--- src/rtl/gpio_pkg.sv ---
package gpio_pkg;

  localparam int ADDR_W = 6;
  localparam int NSTORE = 6;  // plain storage registers

  typedef enum logic [3:0] {
    RG_DIR  = 4'd0,
    RG_LAT  = 4'd1,
    RG_PIN  = 4'd2,
    RG_ODE  = 4'd3,
    RG_DIG  = 4'd4,
    RG_CNE  = 4'd5,
    RG_PUE  = 4'd6,
    RG_PEND = 4'd7
  } reg_id_t;

  typedef enum logic [1:0] {
    OP_WR  = 2'd0,
    OP_CLR = 2'd1,
    OP_SET = 2'd2,
    OP_INV = 2'd3
  } acc_op_t;

  // storage slot -> register id
  function automatic reg_id_t slot_id(input int k);
    case (k)
      0:       slot_id = RG_DIR;
      1:       slot_id = RG_LAT;
      2:       slot_id = RG_ODE;
      3:       slot_id = RG_DIG;
      4:       slot_id = RG_CNE;
      default: slot_id = RG_PUE;
    endcase
  endfunction

endpackage

--- src/rtl/gpio_sync.sv ---
module gpio_sync #(
  parameter int W      = 16,
  parameter int STAGES = 2
) (
  input  logic         clk,
  input  logic         rst_n,
  input  logic [W-1:0] d,
  output logic [W-1:0] q
);
  logic [W-1:0] chain [STAGES];

  for (genvar s = 0; s < STAGES; s++) begin : g_stage
    always_ff @(posedge clk or negedge rst_n) begin
      if (!rst_n) chain[s] <= '0;
      else if (s == 0) chain[s] <= d;
      else chain[s] <= chain[(s == 0) ? 0 : s-1];
    end
  end

  assign q = chain[STAGES-1];
endmodule

--- src/rtl/gpio_bitreg.sv ---
module gpio_bitreg
  import gpio_pkg::*;
#(
  parameter int           W     = 16,
  parameter logic [W-1:0] MASK  = '1,
  parameter logic [W-1:0] RSTV  = '0
) (
  input  logic         clk,
  input  logic         rst_n,
  input  logic         wr_en,
  input  acc_op_t      op,
  input  logic [W-1:0] wdata,
  output logic [W-1:0] q
);
  logic [W-1:0] nxt;

  // masked clear / set / invert; plain write loads
  always_comb begin
    case (op)
      OP_CLR:  nxt = q & ~wdata;
      OP_SET:  nxt = q | wdata;
      OP_INV:  nxt = q ^ wdata;
      default: nxt = wdata;
    endcase
  end

  always_ff @(posedge clk or negedge rst_n) begin
    if (!rst_n)     q <= RSTV & MASK;
    else if (wr_en) q <= nxt & MASK;  // absent pins never stored
  end
endmodule

--- src/rtl/gpio_cn.sv ---
module gpio_cn #(
  parameter int W = 16
) (
  input  logic         clk,
  input  logic         rst_n,
  input  logic [W-1:0] lvl,
  input  logic [W-1:0] arm,
  input  logic         clr_en,
  input  logic [W-1:0] clr_bits,
  output logic [W-1:0] pend,
  output logic         irq
);
  logic [W-1:0] lvl_d;
  logic [W-1:0] hit;

  assign hit = (lvl ^ lvl_d) & arm;

  always_ff @(posedge clk or negedge rst_n) begin
    if (!rst_n) begin
      lvl_d <= '0;
      pend  <= '0;
    end else begin
      lvl_d <= lvl;
      // new event wins over a same-cycle clear
      pend  <= (pend & ~(clr_en ? clr_bits : '0)) | hit;
    end
  end

  assign irq = |pend;
endmodule

--- src/rtl/gpio_port.sv ---
module gpio_port
  import gpio_pkg::*;
#(
  parameter int               NPINS     = 16,
  parameter logic [NPINS-1:0] IMPL_MASK = '1
) (
  input  logic                   clk,
  input  logic                   rst_n,
  input  logic                   we,
  input  logic [5:0]             addr,
  input  logic [NPINS-1:0]       wdata,
  output logic [NPINS-1:0]       rdata,
  input  logic [NPINS-1:0]       pad_in,
  output logic [NPINS-1:0]       pad_out,
  output logic [NPINS-1:0]       pad_oe,
  output logic [NPINS-1:0]       pad_od,
  output logic [NPINS-1:0]       pad_pu,
  output logic                   irq
);
  reg_id_t          sel;
  acc_op_t          op;
  logic [NPINS-1:0] store [NSTORE];
  logic [NPINS-1:0] dir_q, lat_q, ode_q, dig_q, cne_q, pue_q;
  logic [NPINS-1:0] pin_sync, pin_view, pend_q;

  assign sel = reg_id_t'(addr[5:2]);
  assign op  = acc_op_t'(addr[1:0]);

  // one storage register per slot
  for (genvar k = 0; k < NSTORE; k++) begin : g_reg
    localparam reg_id_t ID = slot_id(k);
    localparam logic [NPINS-1:0] RV = (ID == RG_DIR) ? IMPL_MASK : '0;
    logic hit;
    assign hit = we && ((sel == ID) || ((ID == RG_LAT) && (sel == RG_PIN)));
    gpio_bitreg #(.W(NPINS), .MASK(IMPL_MASK), .RSTV(RV)) u_reg (
      .clk   (clk),
      .rst_n (rst_n),
      .wr_en (hit),
      .op    (op),
      .wdata (wdata),
      .q     (store[k])
    );
  end

  assign dir_q = store[0];
  assign lat_q = store[1];
  assign ode_q = store[2];
  assign dig_q = store[3];
  assign cne_q = store[4];
  assign pue_q = store[5];

  // two-stage input synchronizer
  gpio_sync #(.W(NPINS), .STAGES(2)) u_sync (
    .clk   (clk),
    .rst_n (rst_n),
    .d     (pad_in & IMPL_MASK),
    .q     (pin_sync)
  );

  // analog pins read zero
  assign pin_view = pin_sync & dig_q & IMPL_MASK;

  // change notification
  gpio_cn #(.W(NPINS)) u_cn (
    .clk      (clk),
    .rst_n    (rst_n),
    .lvl      (pin_view),
    .arm      (cne_q & dig_q & IMPL_MASK),
    .clr_en   (we && (sel == RG_PEND) && (op == OP_CLR)),
    .clr_bits (wdata),
    .pend     (pend_q),
    .irq      (irq)
  );

  // read mux, aliases read zero
  always_comb begin
    rdata = '0;
    if (op == OP_WR) begin
      case (sel)
        RG_DIR:  rdata = dir_q;
        RG_LAT:  rdata = lat_q;
        RG_PIN:  rdata = pin_view;
        RG_ODE:  rdata = ode_q;
        RG_DIG:  rdata = dig_q;
        RG_CNE:  rdata = cne_q;
        RG_PUE:  rdata = pue_q;
        RG_PEND: rdata = pend_q;
        default: rdata = '0;
      endcase
    end
  end

  // pad drive, open-drain releases high
  assign pad_out = lat_q & ~ode_q;
  assign pad_oe  = ~dir_q & ~(ode_q & lat_q) & IMPL_MASK;
  assign pad_od  = ode_q;
  assign pad_pu  = pue_q;
endmodule

--- config.mk ---
export PLATFORM = sky130hd
export DESIGN_NAME = gpio_port
export DESIGN_NICKNAME = d
export VERILOG_FILES = /design/src/rtl/gpio_pkg.sv /design/src/rtl/gpio_sync.sv /design/src/rtl/gpio_bitreg.sv /design/src/rtl/gpio_cn.sv /design/src/rtl/gpio_port.sv
export SDC_FILE = /design/constraint.sdc
export NUM_CORES = 1
export LEC_CHECK = 0
export CAP_MARGIN = 10
export CORE_MARGIN = 10
export CORE_UTILIZATION = 40
export DETAILED_ROUTE_END_ITERATION = 8
export PLACE_DENSITY = 0.64
export SYNTH_ARGS = -nofsm -noshare
export SYNTH_HDL_FRONTEND = slang
export SYNTH_SLANG_ARGS = --single-unit
--- constraint.sdc ---
create_clock -name clk -period 1.6 [get_ports clk]
set_input_delay 0.32 -clock clk [delete_from_list [all_inputs] [get_ports clk]]
set_output_delay 0.32 -clock clk [all_outputs]
set_load 0.02 [all_outputs]
==> metrics.txt <==
Post-Layout Cell Count 2066; Synth Instances 1253; RSZ-0062 raised after global routing yes; DR vias 11700; worst-path fanout max 2; starting density of the core 0.407; Post-Route WL 44700 um; Hold Slack 0.305 ns; io pins 122; Critical Path, Cell by Cell and2_4 > a222oi_1 > mux2_4 > a31oi_4 > buf_6; largest net degree at the start of global routing 103; met3 Use GR 0.0375; placed cell count 1944; H-tree levels 4; CTS tree built; Worst path max stage delay 0.38 ns; Hold Crit Class in -> reg; met2 GRT Util 0.348; Final Critical Period 2.07 ns; first-pass detailed-route iteration total 5; Synth Flop Type dfrtp_1; Starting DRT DRC Count 977; Final WS setup -0.471 ns; Synth-to-Final Area Change 55.9%; first-pass GRT wire length 66800 um; Synthesis Warnings 0; area leader, netlist dfrtp_1; Syn Area/Cell 9.68 um^2; Fin Setup TNS -9.57 ns; number of global-route vias before repair 11700; DRT antenna net count 0; max_slew headroom 0.381; sequential fraction of the synthesis area 0.332; detailed-route vias per instance 5.68; Buffers on Ports 121; Most Crowded Layer GR met2; maximum VDD drop 0.612 mV; Core Box Area 29800 um^2; final core utilization 0.634; # rows 63; fin crit share 1.29; slew at the pin closest to its max-slew limit 0.928 ns; WL per Instance 21.6 um; Pleak 8.49 nW; TritonCTS Buffers 17; Async S/R FF share, synth 1.00; Setup CP Type reg -> out; Detailed Place HPWL 29500 um; MaxCap Viol Count 0; die height 194 um; aggregate global routing overflow 0; Clock Sinks 160; DRC viols 0; max-slew violation count 0; post-synth top area share 0.297; CP startpoint kind register; die area 37700 um^2; nets 1894; Worst-Skew Late Latency 0.45 ns; Worst-path clk slew 0.07 ns; final setup vio count 46; Overall Global Routing Usage 0.220; Worst EP required 1.28 ns; Hold Vio Cnt, Final 0; post-synth cell types 46; number of synthesized flops with an enable pin 0; failing checks setup timing; nature of the critical path endpoint output pin; ranking of synthesized cells by area dfrtp_1 30%, ha_1 20%, a211oi_1 9.9%; Mapped Nets 1486; Place WS -1.32 ns; global routing usage on met1 0.296; # fillers 2263; PD cells 996 nW/um^2; status finished, violations left; CP max stage cell dfrtp_1; WP data arrival 1.75 ns; share of cells above drive strength 1 0.502; Layout Skew 0.0105 ns; Clk Tree Root Cell clkbuf_16; Max Clk Rate 0.483 GHz; Mapped Area 12100 um^2; die width 194 um; clock buffer depth 2; initial antenna violation count 2; GP Congestion 0.984; #FFs+latches synth 160
[synth_stat cells, types with 3 or more instances]
cell         n
buf_2       36
nor3_1       3
nand2_1     33
nand3b_1     9
dfrtp_1    144
buf_4        4
a31oi_1     12
nor4_1       5
inv_1      113
nand3_1     10
ha_1       192
o21ai_0     13
a32o_1      16
and2_1      20
mux2i_1     14
dfstp_2     16
mux4_2       3
a22o_1       5
nor3b_1      3
mux2_2      98
xor2_1      16
nor2b_1      9
nor2_1      72
a221oi_1     7
or3_1        4
o22a_1       3
a2bb2oi_1    4
a211oi_1   160
a21oi_1    162
clkbuf_1    42
nand4_1      4
[layout by cell type, fill, tap and decap left out, types with 10 or more instances in the layout]
cell               n
a211oi_1         107
a211oi_2          53
a21oi_1          132
a21oi_2           13
a21oi_4           17
a32o_1            16
and2_1            16
buf_12            21
buf_2             26
buf_4            248
buf_6            127
clkbuf_16         18
clkdlybuf4s50_1   19
clkinvlp_4        13
dfrtp_1          135
dfstp_2           16
ha_1             162
ha_4              29
inv_1             60
inv_2             18
inv_4             20
inv_6             11
mux2_2            63
mux2_4            35
mux2i_1           11
nand2_1           31
nand3_1           10
nor2_1            55
xor2_1            16
[cells by family after synthesis]
group	after synthesis	synth area share
xor+xnor	16	0.0116
compound gates	390	0.210
buf+inv	198	0.0669
simple gates	182	0.0738
mux	115	0.108
flops	160	0.332
fa+ha+maj	192	0.198
[layer usage]
layer / vias to the layer above / wire (um) / share of wire
met4: 0 / 1130 / 0.025
li1: 5373 / - / -
met5: - / 0 / 0
met1: 5910 / 19900 / 0.45
met2: 384 / 21000 / 0.47
met3: 71 / 2670 / 0.060
[worst max-delay path: cells and delay by family, from the launching register on]
kind | cells | cell delay (ns)
compound gates | 2 | 0.39
buf+inv | 1 | 0.14
flops | 1 | 0.38
mux | 1 | 0.23
simple gates | 1 | 0.17
[what timing repair did]
| item | 4_1_cts | 5_1_grt |
|---|---|---|
| endpoints found under the setup margin | 193 | 137 |
| gates resized for setup | 654 | 224 |
| buffers inserted | 68 | 40 |
| pin swaps | 55 | 52 |
| hold buffers | 1 | 0 |
| gates cloned | 4 | 1 |
| endpoints found under the hold margin | 20 | 0 |
[path summary, 6_finish.rpt]
kind,start,end,cells past startpoint,slack (ns)
setup / recovery,g_reg[3].u_reg.q[1],rdata[1],5,-0.47
hold / removal,pad_in[3],u_sync.chain[19],1,0.30
setup reg to reg,g_reg[2].u_reg.q[15],g_reg[2].u_reg.q[15],11,-0.14
hold reg to reg,u_sync.chain[29],u_sync.q[13],0,0.35
max in group asynchronous,rst_n,g_reg[0].u_reg.q[7],3,0.63
min in group asynchronous,rst_n,g_reg[5].u_reg.q[13],2,0.33
[power by group]
part	total (W)	internal (W)	switching, W
clock	0.00440	0.00240	0.00199
sequential	0.00550	0.00482	0.000679
combinational	0.00893	0.00447	0.00445
[cell type report]
| cell class | instances | area (um^2) | share of cell area |
|---|---|---|---|
| tap | 390 | 488 | 0.0258 |
| antenna | 2 | 5.00 | 0.000265 |
| multi-input combinational | 895 | 8810 | 0.466 |
| timing repair inverter | 2 | 15.0 | 0.000794 |
| clock buffer | 18 | 439 | 0.0232 |
| sequential | 160 | 4040 | 0.214 |
| clock inverter | 14 | 168 | 0.00887 |
| timing repair buffer | 472 | 4400 | 0.233 |
| inverter | 113 | 536 | 0.0283 |
[metrics by stage]
stage | cell area, um^2 | power (W)
floorplan | 12500 | 0.00882
global placement | 15900 | 0.0121
detailed placement | 15900 | 0.0124
CTS | 17900 | 0.0178
global route | 18900 | 0.0198
finish | 18900 | 0.0188
[flip-flops by register name, summed over array words and instances (netlist names)]
register      flops
g.u_reg.q        96
u_cn.lvl_d       16
u_cn.pend        16
u_sync.chain     16
u_sync.q         16
No activity file was read; power rests on OpenSTA's default activity.
